## src/rtl/sfx_pkg.sv

```systemverilog
package sfx_pkg;

  localparam int unsigned SFX_DATA_W  = 9;
  localparam int unsigned SFX_MIN_LEN = 5;
  localparam int unsigned SFX_LEN_W   = 3;

  typedef struct packed {
    logic [SFX_LEN_W-1:0] len_code;
    logic                 par_en;
    logic                 par_odd;
    logic                 two_stop;
  } sfx_cfg_t;

  // Number of data bits for a length code, capped at the data width.
  function automatic int unsigned sfx_len(input int unsigned code,
                                          input int unsigned min_len,
                                          input int unsigned max_len);
    int unsigned l;
    l = min_len + code;
    if (l > max_len) l = max_len;
    return l;
  endfunction

  // XOR of the low `len` bits, inverted for odd parity.
  function automatic logic sfx_parity(input logic [SFX_DATA_W-1:0] d,
                                      input int unsigned len,
                                      input logic odd);
    logic p;
    p = odd;
    for (int i = 0; i < int'(SFX_DATA_W); i++)
      if (i < int'(len)) p = p ^ d[i];
    return p;
  endfunction

  // Total line bits of a frame: start + data + parity + stops.
  function automatic int unsigned sfx_frame_bits(input int unsigned len,
                                                 input logic par_en,
                                                 input logic two_stop);
    return 1 + len + (par_en ? 1 : 0) + (two_stop ? 2 : 1);
  endfunction

endpackage

```

## src/rtl/sfx_hold_buf.sv

```systemverilog
module sfx_hold_buf #(
  parameter int unsigned DW = 9
) (
  input  logic          clk,
  input  logic          rst_n,
  input  logic          wr_valid,
  input  logic [DW-1:0] wr_data,
  input  logic          take,
  output logic          full,
  output logic [DW-1:0] data,
  output logic          wr_err
);

  always_ff @(posedge clk or negedge rst_n) begin
    if (!rst_n) begin
      full   <= 1'b0;
      data   <= '0;
      wr_err <= 1'b0;
    end else begin
      wr_err <= wr_valid && full;
      if (wr_valid && !full) begin
        full <= 1'b1;
        data <= wr_data;
      end else if (take) begin
        full <= 1'b0;
      end
    end
  end

endmodule

```

## src/rtl/sfx_frame_fmt.sv

```systemverilog
module sfx_frame_fmt
  import sfx_pkg::*;
#(
  parameter int unsigned DW      = 9,
  parameter int unsigned MIN_LEN = 5,
  parameter int unsigned FW      = 13,
  parameter int unsigned CW      = 4
) (
  input  logic [DW-1:0] data,
  input  sfx_cfg_t      cfg,
  output logic [FW-1:0] frame,
  output logic [CW-1:0] nbits
);

  int unsigned len;
  logic        par;

  always_comb begin
    len   = sfx_len(int'(cfg.len_code), MIN_LEN, DW);
    par   = sfx_parity(SFX_DATA_W'(data), len, cfg.par_odd);
    nbits = CW'(sfx_frame_bits(len, cfg.par_en, cfg.two_stop));
    frame = '1;
    frame[0] = 1'b0;
    for (int i = 0; i < int'(DW); i++)
      if (i < int'(len)) frame[i+1] = data[i];
    for (int k = 1; k < int'(FW); k++)
      if (cfg.par_en && k == int'(len) + 1) frame[k] = par;
  end

endmodule

```

## src/rtl/sfx_shifter.sv

```systemverilog
module sfx_shifter #(
  parameter int unsigned FW = 13,
  parameter int unsigned CW = 4
) (
  input  logic          clk,
  input  logic          rst_n,
  input  logic          bit_tick,
  input  logic          hold_full,
  input  logic [FW-1:0] frame,
  input  logic [CW-1:0] nbits,
  output logic          txd,
  output logic          busy,
  output logic          load_evt,
  output logic          end_evt,
  output logic          tx_done
);

  logic [FW-1:0] sh;
  logic [CW-1:0] cnt;
  logic          last_bit;

  always_comb begin
    last_bit = busy && (cnt == CW'(1));
    end_evt  = bit_tick && last_bit;
    load_evt = bit_tick && hold_full && (!busy || last_bit);
    txd      = busy ? sh[0] : 1'b1;
  end

  always_ff @(posedge clk or negedge rst_n) begin
    if (!rst_n) begin
      sh      <= '1;
      cnt     <= '0;
      busy    <= 1'b0;
      tx_done <= 1'b0;
    end else begin
      tx_done <= end_evt && !hold_full;
      if (load_evt) begin
        sh   <= frame;
        cnt  <= nbits;
        busy <= 1'b1;
      end else if (end_evt) begin
        busy <= 1'b0;
      end else if (busy && bit_tick) begin
        sh  <= {1'b1, sh[FW-1:1]};
        cnt <= cnt - CW'(1);
      end
    end
  end

endmodule

```

## src/rtl/sfx_tx.sv

```systemverilog
module sfx_tx
  import sfx_pkg::*;
#(
  parameter int unsigned DATA_W  = SFX_DATA_W,
  parameter int unsigned MIN_LEN = SFX_MIN_LEN,
  parameter int unsigned LEN_W   = SFX_LEN_W
) (
  input  logic              clk,
  input  logic              rst_n,
  input  logic              bit_tick,
  input  logic [LEN_W-1:0]  cfg_len,
  input  logic [1:0]        cfg_par,
  input  logic              cfg_two_stop,
  input  logic              wr_valid,
  input  logic [DATA_W-1:0] wr_data,
  output logic              txd,
  output logic              buf_empty,
  output logic              tx_done,
  output logic              wr_err
);

  localparam int unsigned FW = 1 + DATA_W + 1 + 2;
  localparam int unsigned CW = $clog2(FW + 1);

  logic              hold_full;
  logic [DATA_W-1:0] hold_data;
  logic              load_evt;
  logic              end_evt;
  logic              sh_busy;
  logic [FW-1:0]     frame;
  logic [CW-1:0]     nbits;
  sfx_cfg_t          cfg;

  always_comb begin
    cfg.len_code = SFX_LEN_W'(cfg_len);
    cfg.par_en   = cfg_par[1];
    cfg.par_odd  = cfg_par[0];
    cfg.two_stop = cfg_two_stop;
  end

  sfx_hold_buf #(.DW(DATA_W)) u_hold (
    .clk      (clk),
    .rst_n    (rst_n),
    .wr_valid (wr_valid),
    .wr_data  (wr_data),
    .take     (load_evt),
    .full     (hold_full),
    .data     (hold_data),
    .wr_err   (wr_err)
  );

  sfx_frame_fmt #(.DW(DATA_W), .MIN_LEN(MIN_LEN), .FW(FW), .CW(CW)) u_fmt (
    .data  (hold_data),
    .cfg   (cfg),
    .frame (frame),
    .nbits (nbits)
  );

  sfx_shifter #(.FW(FW), .CW(CW)) u_shift (
    .clk       (clk),
    .rst_n     (rst_n),
    .bit_tick  (bit_tick),
    .hold_full (hold_full),
    .frame     (frame),
    .nbits     (nbits),
    .txd       (txd),
    .busy      (sh_busy),
    .load_evt  (load_evt),
    .end_evt   (end_evt),
    .tx_done   (tx_done)
  );

  assign buf_empty = !hold_full;

endmodule

```

## config.mk

```make
export PLATFORM = sky130hd
export DESIGN_NAME = sfx_tx
export DESIGN_NICKNAME = d
export VERILOG_FILES = /design/src/rtl/sfx_pkg.sv /design/src/rtl/sfx_hold_buf.sv /design/src/rtl/sfx_frame_fmt.sv /design/src/rtl/sfx_shifter.sv /design/src/rtl/sfx_tx.sv
export SDC_FILE = /design/constraint.sdc
export NUM_CORES = 1
export LEC_CHECK = 0
export BUFFER_PORTS_ARGS = -buffer_cell sky130_fd_sc_hd__buf_2
export CAP_MARGIN = 5
export CORE_AREA = 3 3 65 67
export CTS_BUF_LIST = sky130_fd_sc_hd__clkbuf_2 sky130_fd_sc_hd__clkbuf_4 sky130_fd_sc_hd__clkbuf_8
export DETAILED_ROUTE_END_ITERATION = 7
export DIE_AREA = 0 0 68 70
export PLACE_DENSITY = 0.77
export SETUP_SLACK_MARGIN = 0.5
export SYNTH_ARGS = -nofsm -noshare
export SYNTH_HDL_FRONTEND = slang
export SYNTH_HIERARCHICAL = 1
export SYNTH_SLANG_ARGS = --single-unit
```

## constraint.sdc

```tcl
create_clock -name clk -period 2 [get_ports clk]
set_input_delay 0.1 -clock clk [delete_from_list [all_inputs] [get_ports clk]]
set_output_delay 0.1 -clock clk [all_outputs]
set_load 0.03 [all_outputs]
```

==> results of run 1 <==
critical path: stages:
cell and delay (ps):
buf_8 110, inv_4 60, ha_4 120, inv_2 30, o21ai_2 100, and3_4 220, nand2_4 50, ha_4 160
nor2b_2 140, xnor2_1 160, nor2_1 80, xor2_1 170, xnor3_2 310, buf_6 170, a31oi_4 120, mux2i_1 100
a21oi_1 170
power by group:
part / internal, mW / total (mW) / leakage [nW] / switching (mW)
clock network: 0.419 / 0.668 / 0.0619 / 0.248
logic: 1.57 / 3.10 / 0.979 / 1.53
registers: 0.897 / 1.15 / 0.336 / 0.252
routing by layer:
layer  wire (µm)  track usage (%)
met1        2710             33.6
met4         288             10.8
met3         409             6.11
met2        3340             40.7
met5           0                0
area by class of cell:
cell class | count | area [µm²]
clock buffer | 7 | 90.1
clock inverter | 1 | 30.0
fill | 179 | 562
inverter | 18 | 72.6
multi-input combinational | 168 | 1470
sequential | 30 | 768
tap | 48 | 60.1
timing repair buffer | 78 | 638
registers in the layout, indices dropped and copies added (netlist names):
register         count
u_hold/data          9
u_hold/full          1
u_hold/wr_err        1
u_shift/busy         1
u_shift/cnt          4
u_shift/sh          13
u_shift/tx_done      1
path summary, 6_finish.rpt:
path | startpoint | to | slack (ps) | cells past startpoint
setup / recovery | cfg_len[1] | u_shift/sh[7]$_DFFE_PN1P_ | -150 | 17
min in group asynchronous | rst_n | u_shift/cnt[0]$_DFFE_PN0P_ | 380 | 2
setup reg to reg | u_hold/data[1]$_DFFE_PN0P_ | u_shift/sh[7]$_DFFE_PN1P_ | -110 | 9
hold reg to reg | u_shift/sh[11]$_DFFE_PN1P_ | u_shift/sh[11]$_DFFE_PN1P_ | 510 | 2
max in group asynchronous | rst_n | u_shift/cnt[0]$_DFFE_PN0P_ | 1160 | 2
hold / removal | wr_data[5] | u_hold/data[5]$_DFFE_PN0P_ | 40 | 2
repair_timing:
action / 4_1_cts / 5_1_grt
endpoints found under the setup margin: 19 / 20
hold buffers: 1 / 0
resized for setup: 32 / 28
endpoints found under the hold margin: 17 / 0
pin swaps: 23 / 23
setup buffers: 11 / 6
gates cloned: 2 / 0
==> impl_metrics.py, run 1 <==
metrics = {
    "grt": {
        "overflow": 0,
        "grt_use_total_pct": 25.9,
        "grt_pass1_vias": 1924,
        "antenna_found_initial": 0,
        "grt_pass1_wl_um": 9180,
        "grt_max_degree": 31,
    },
    "die": {
        "die_w_um": 68,
        "core-area_um2": 3690,
        "rows": 22,
        "io_pins": 23,
        "die-area_um2": 4760,
        "die_h_um": 70,
        "initial_core_util_pct": 59.7,
    },
    "timing": {
        "drv_slew": 0,
        "worst_hold_slack_ps": 36.1,
        "hold_viol": 0,
        "setup_viol": 13,
        "worst_pin_slew_ps": 669,
        "fin_setup_tns_ps": -1220,
        "period_needed_ps": 2150,
        "timing.final.crit_share_pct": 107,
        "fmax_mhz": 466,
        "fin_ws_ps": -146,
        "relSlewSlack_pct": 55.4,
        "fin_skew_ps": 14.1,
        "rsz0062_at_grt": "true",
    },
    "setup_path": {
        "required_ps": 2210,
        "start_kind": "primary input",
        "critical_path_class": "in -> reg",
        "critPathArrivalTime_ps": 2360,
        "crit_fanout": 6,
        "cp-end-kind": "register",
    },
    "clock_tree": {
        "htreeDepth": 2,
        "cts_buffers": 5,
        "cts.sinks": 30,
        "cts_tree": "yes",
        "clkTransAtPathRegs_ps": 60,
        "cts_buffer_depth": 2,
        "cts-root-buf": "clkbuf_8",
        "clk_latency_ps": 300,
    },
    "logic_synthesis": {
        "synth_fp_nets": 258,
        "syn-cell-area_um2": 2200,
        "yosys_warnings": 6,
        "synthCells": 228,
        "syn-mean-instance-area_um2": 9.66,
    },
    "placement": {
        "port_buffers": 22,
        "place_ws_ps": -546,
        "hpwl_um": 3530,
        "place_area_um2": 2610,
        "dp_cells": 322,
        "place.gp.congestion": 0.883,
    },
    "outcome": {
        "status": "complete, but fails checks",
        "violations": "setup timing",
    },
    "layout": {
        "fin_util_pct": 84.8,
        "final_cell_mix": "39 x buf_4, 27 x nor2_1, 20 x buf_2",
        "drive_above_1_share_pct": 52.0,
        "fin_cells": 350,
        "final_common_cell": "buf_4",
        "antennaDiodeCount": 0,
        "nNetsFinal": 331,
        "syn_to_final_growth_pct": 41.9,
        "design_area_um2": 3130,
    },
    "power": {
        "p_leak_nw": 1.38,
        "p_total_mw": 4.91,
        "vdd_drop_max_mv": 1.14,
        "power_density_nw_per_um2": 1570,
    },
    "routing": {
        "via_count": 2052,
        "drc": 0,
        "drt_iter0_markers": 114,
        "drt_wl_total_um": 6750,
        "viasPerCell": 5.86,
        "dr.pass1.iters": 4,
        "avgRoutedWirePerCell_um": 19.3,
        "ant_nets": 0,
    },
    "flow_run": {
        "drv_cap": 0,
    },
    "hold_path": {
        "hp-class": "in -> reg",
    },
}
Power figures use the tool's default switching activity.
==> run 2, diff against run 1 <==
- clock period: 2 -> 2.3 ns (I/O delays scaled with it)
==> impl_metrics.py, run 2 (synthesis gave the netlist of run 1 again) <==
metrics = {
    "outcome": {
        "status": "completed",
    },
    "timing": {
        "fmax_mhz": 436,
        "timing.final.crit_share_pct": 99.6,
        "period_needed_ps": 2290,
        "fin_skew_ps": 6.15,
        "drv_slew": 0,
        "relSlewSlack_pct": 52.0,
        "worst_hold_slack_ps": 65.5,
        "rsz0062_at_grt": "true",
        "hold_viol": 0,
        "worst_pin_slew_ps": 718,
        "setup_viol": 0,
    },
    "setup_path": {
        "crit_fanout": 4,
        "start_kind": "primary input",
        "cpPeakStageDelay_ps": 670,
        "crit_chain": "buf_6 -> ha_4 -> nor2_2 -> nand2_1 -> and3_4 -> buf_6 -> buf_6 -> buf_6 -> buf_4 -> and3_1 -> a2111oi_1 -> a31oi_2 -> mux2i_1 -> a21oi_1",
        "crit_slowest_cell": "a2111oi_1",
        "critical_path_class": "in -> reg",
        "cp-end-kind": "register",
        "critPathArrivalTime_ps": 2490,
        "cp_common_cell": "buf_6",
        "required_ps": 2500,
    },
    "grt": {
        "grt_max_degree": 31,
        "grt_pass1_wl_um": 8670,
        "gr-usage-met2_pct": 38.0,
        "grt_use_total_pct": 23.9,
        "grt_pass1_vias": 1886,
        "grt.busiest_layer": "met2",
        "met1_usage_pct": 31.5,
        "antenna_found_initial": 0,
        "overflow": 0,
        "use_met3_pct": 5.47,
    },
    "routing": {
        "avgRoutedWirePerCell_um": 17.4,
        "ant_nets": 0,
        "via_count": 1933,
        "drc": 0,
        "drt_iter0_markers": 146,
        "viasPerCell": 5.74,
        "dr.pass1.iters": 4,
        "drt_wl_total_um": 5870,
    },
    "die": {
        "core-area_um2": 3690,
        "initial_core_util_pct": 59.7,
        "die_h_um": 70,
        "io_pins": 23,
        "rows": 22,
        "die_w_um": 68,
        "die-area_um2": 4760,
    },
    "layout": {
        "regMostFlops": "u_shift/sh",
        "fin_util_pct": 79.1,
        "final_common_cell": "buf_4",
        "largest_reg_flops": 13,
        "final_cell_mix": "31 x buf_4, 27 x nor2_1, 21 x buf_2",
        "top_regs": "u_shift/sh: 13 flops, u_hold/data: 9 flops, u_shift/cnt: 4 flops",
        "syn_to_final_growth_pct": 32.4,
        "fillers": 228,
        "antennaDiodeCount": 0,
        "drive_above_1_share_pct": 48.8,
        "nNetsFinal": 318,
    },
    "power": {
        "vdd_drop_max_mv": 0.907,
        "power_density_nw_per_um2": 1300,
        "p_leak_nw": 1.28,
    },
    "clock_tree": {
        "cts-root-buf": "clkbuf_8",
        "clk_latency_ps": 280,
        "clkTransAtPathRegs_ps": 60,
        "cts_tree": "yes",
        "htreeDepth": 2,
        "cts_buffer_depth": 2,
        "cts.sinks": 30,
        "cts_buffers": 5,
    },
    "flow_run": {
        "drv_cap": 0,
    },
    "placement": {
        "place.gp.congestion": 0.892,
        "port_buffers": 22,
        "hpwl_um": 3510,
    },
    "hold_path": {
        "hp-class": "in -> reg",
    },
}
==> run 2: area by class of cell <==
| class | instances | area [µm²] | share of cell area (%) |
|---|---|---|---|
| multi-input combinational | 168 | 1410 | 48.2 |
| sequential | 30 | 769 | 26.4 |
| timing repair buffer | 65 | 517 | 17.7 |
| clock buffer | 7 | 90.1 | 3.09 |
| inverter | 18 | 70.1 | 2.40 |
| tap | 48 | 60.1 | 2.06 |
| clock inverter | 1 | 5.00 | 0.172 |
==> run 2: power by group <==
| group | internal (mW) | leakage, nW | switching [mW] |
|---|---|---|---|
| logic | 1.20 | 0.892 | 1.15 |
| registers | 0.782 | 0.335 | 0.208 |
| clock network | 0.253 | 0.0517 | 0.197 |
| total | 2.23 | 1.28 | 1.55 |
==> run 2: what timing repair did <==
item	CTS	global route
setup buffers	11	4
hold buffers	1	0
resized for setup	31	12
cloned	2	0
endpoints found under the hold margin	17	0
pin swaps	25	11
setup endpoints to repair	17	17
==> run 2: critical path, delay by kind of cell <==
| family | cells | cell delay [ps] |
|---|---|---|
| mux | 1 | 210 |
| compound gates | 3 | 840 |
| fa+ha+maj | 1 | 180 |
| simple gates | 4 | 580 |
| buf+inv | 5 | 570 |
==> run 2: final timing paths <==
path | slack, ps | end | depth (start not counted) | from
min in group asynchronous | 400 | u_shift/cnt[0]$_DFFE_PN0P_ | 2 | rst_n
worst min-delay path | 70 | u_hold/data[6]$_DFFE_PN0P_ | 2 | wr_data[6]
max in group asynchronous | 1410 | u_hold/data[1]$_DFFE_PN0P_ | 2 | rst_n
worst max register to register | 130 | u_shift/sh[8]$_DFFE_PN1P_ | 9 | u_hold/data[0]$_DFFE_PN0P_
worst max-delay path | 8 | u_shift/sh[7]$_DFFE_PN1P_ | 14 | cfg_len[1]
worst min register to register | 500 | u_shift/sh[12]$_DFFE_PN1P_ | 2 | u_shift/sh[12]$_DFFE_PN1P_
==> run 2: layer usage <==
metal	vias up	share of wire, %
li1	906	-
met1	952	44
met2	59	49
met3	16	4.9
met4	0	1.7
met5	-	0
==> run 2: stage by stage <==
stage	std cells	setup WS [ps]	setup TNS, ps	cell area [µm²]	power [mW]
after CTS	333	166	0	2840	3.61
final	337	8.43	0	2920	3.78
after global placement	311	-169	-1430	2510	2.71
after floorplan	228	6.28	0	2240	2.47
after global routing	337	-10.5	-16.6	2920	3.99
after detailed placement	311	-288	-2640	2510	2.77
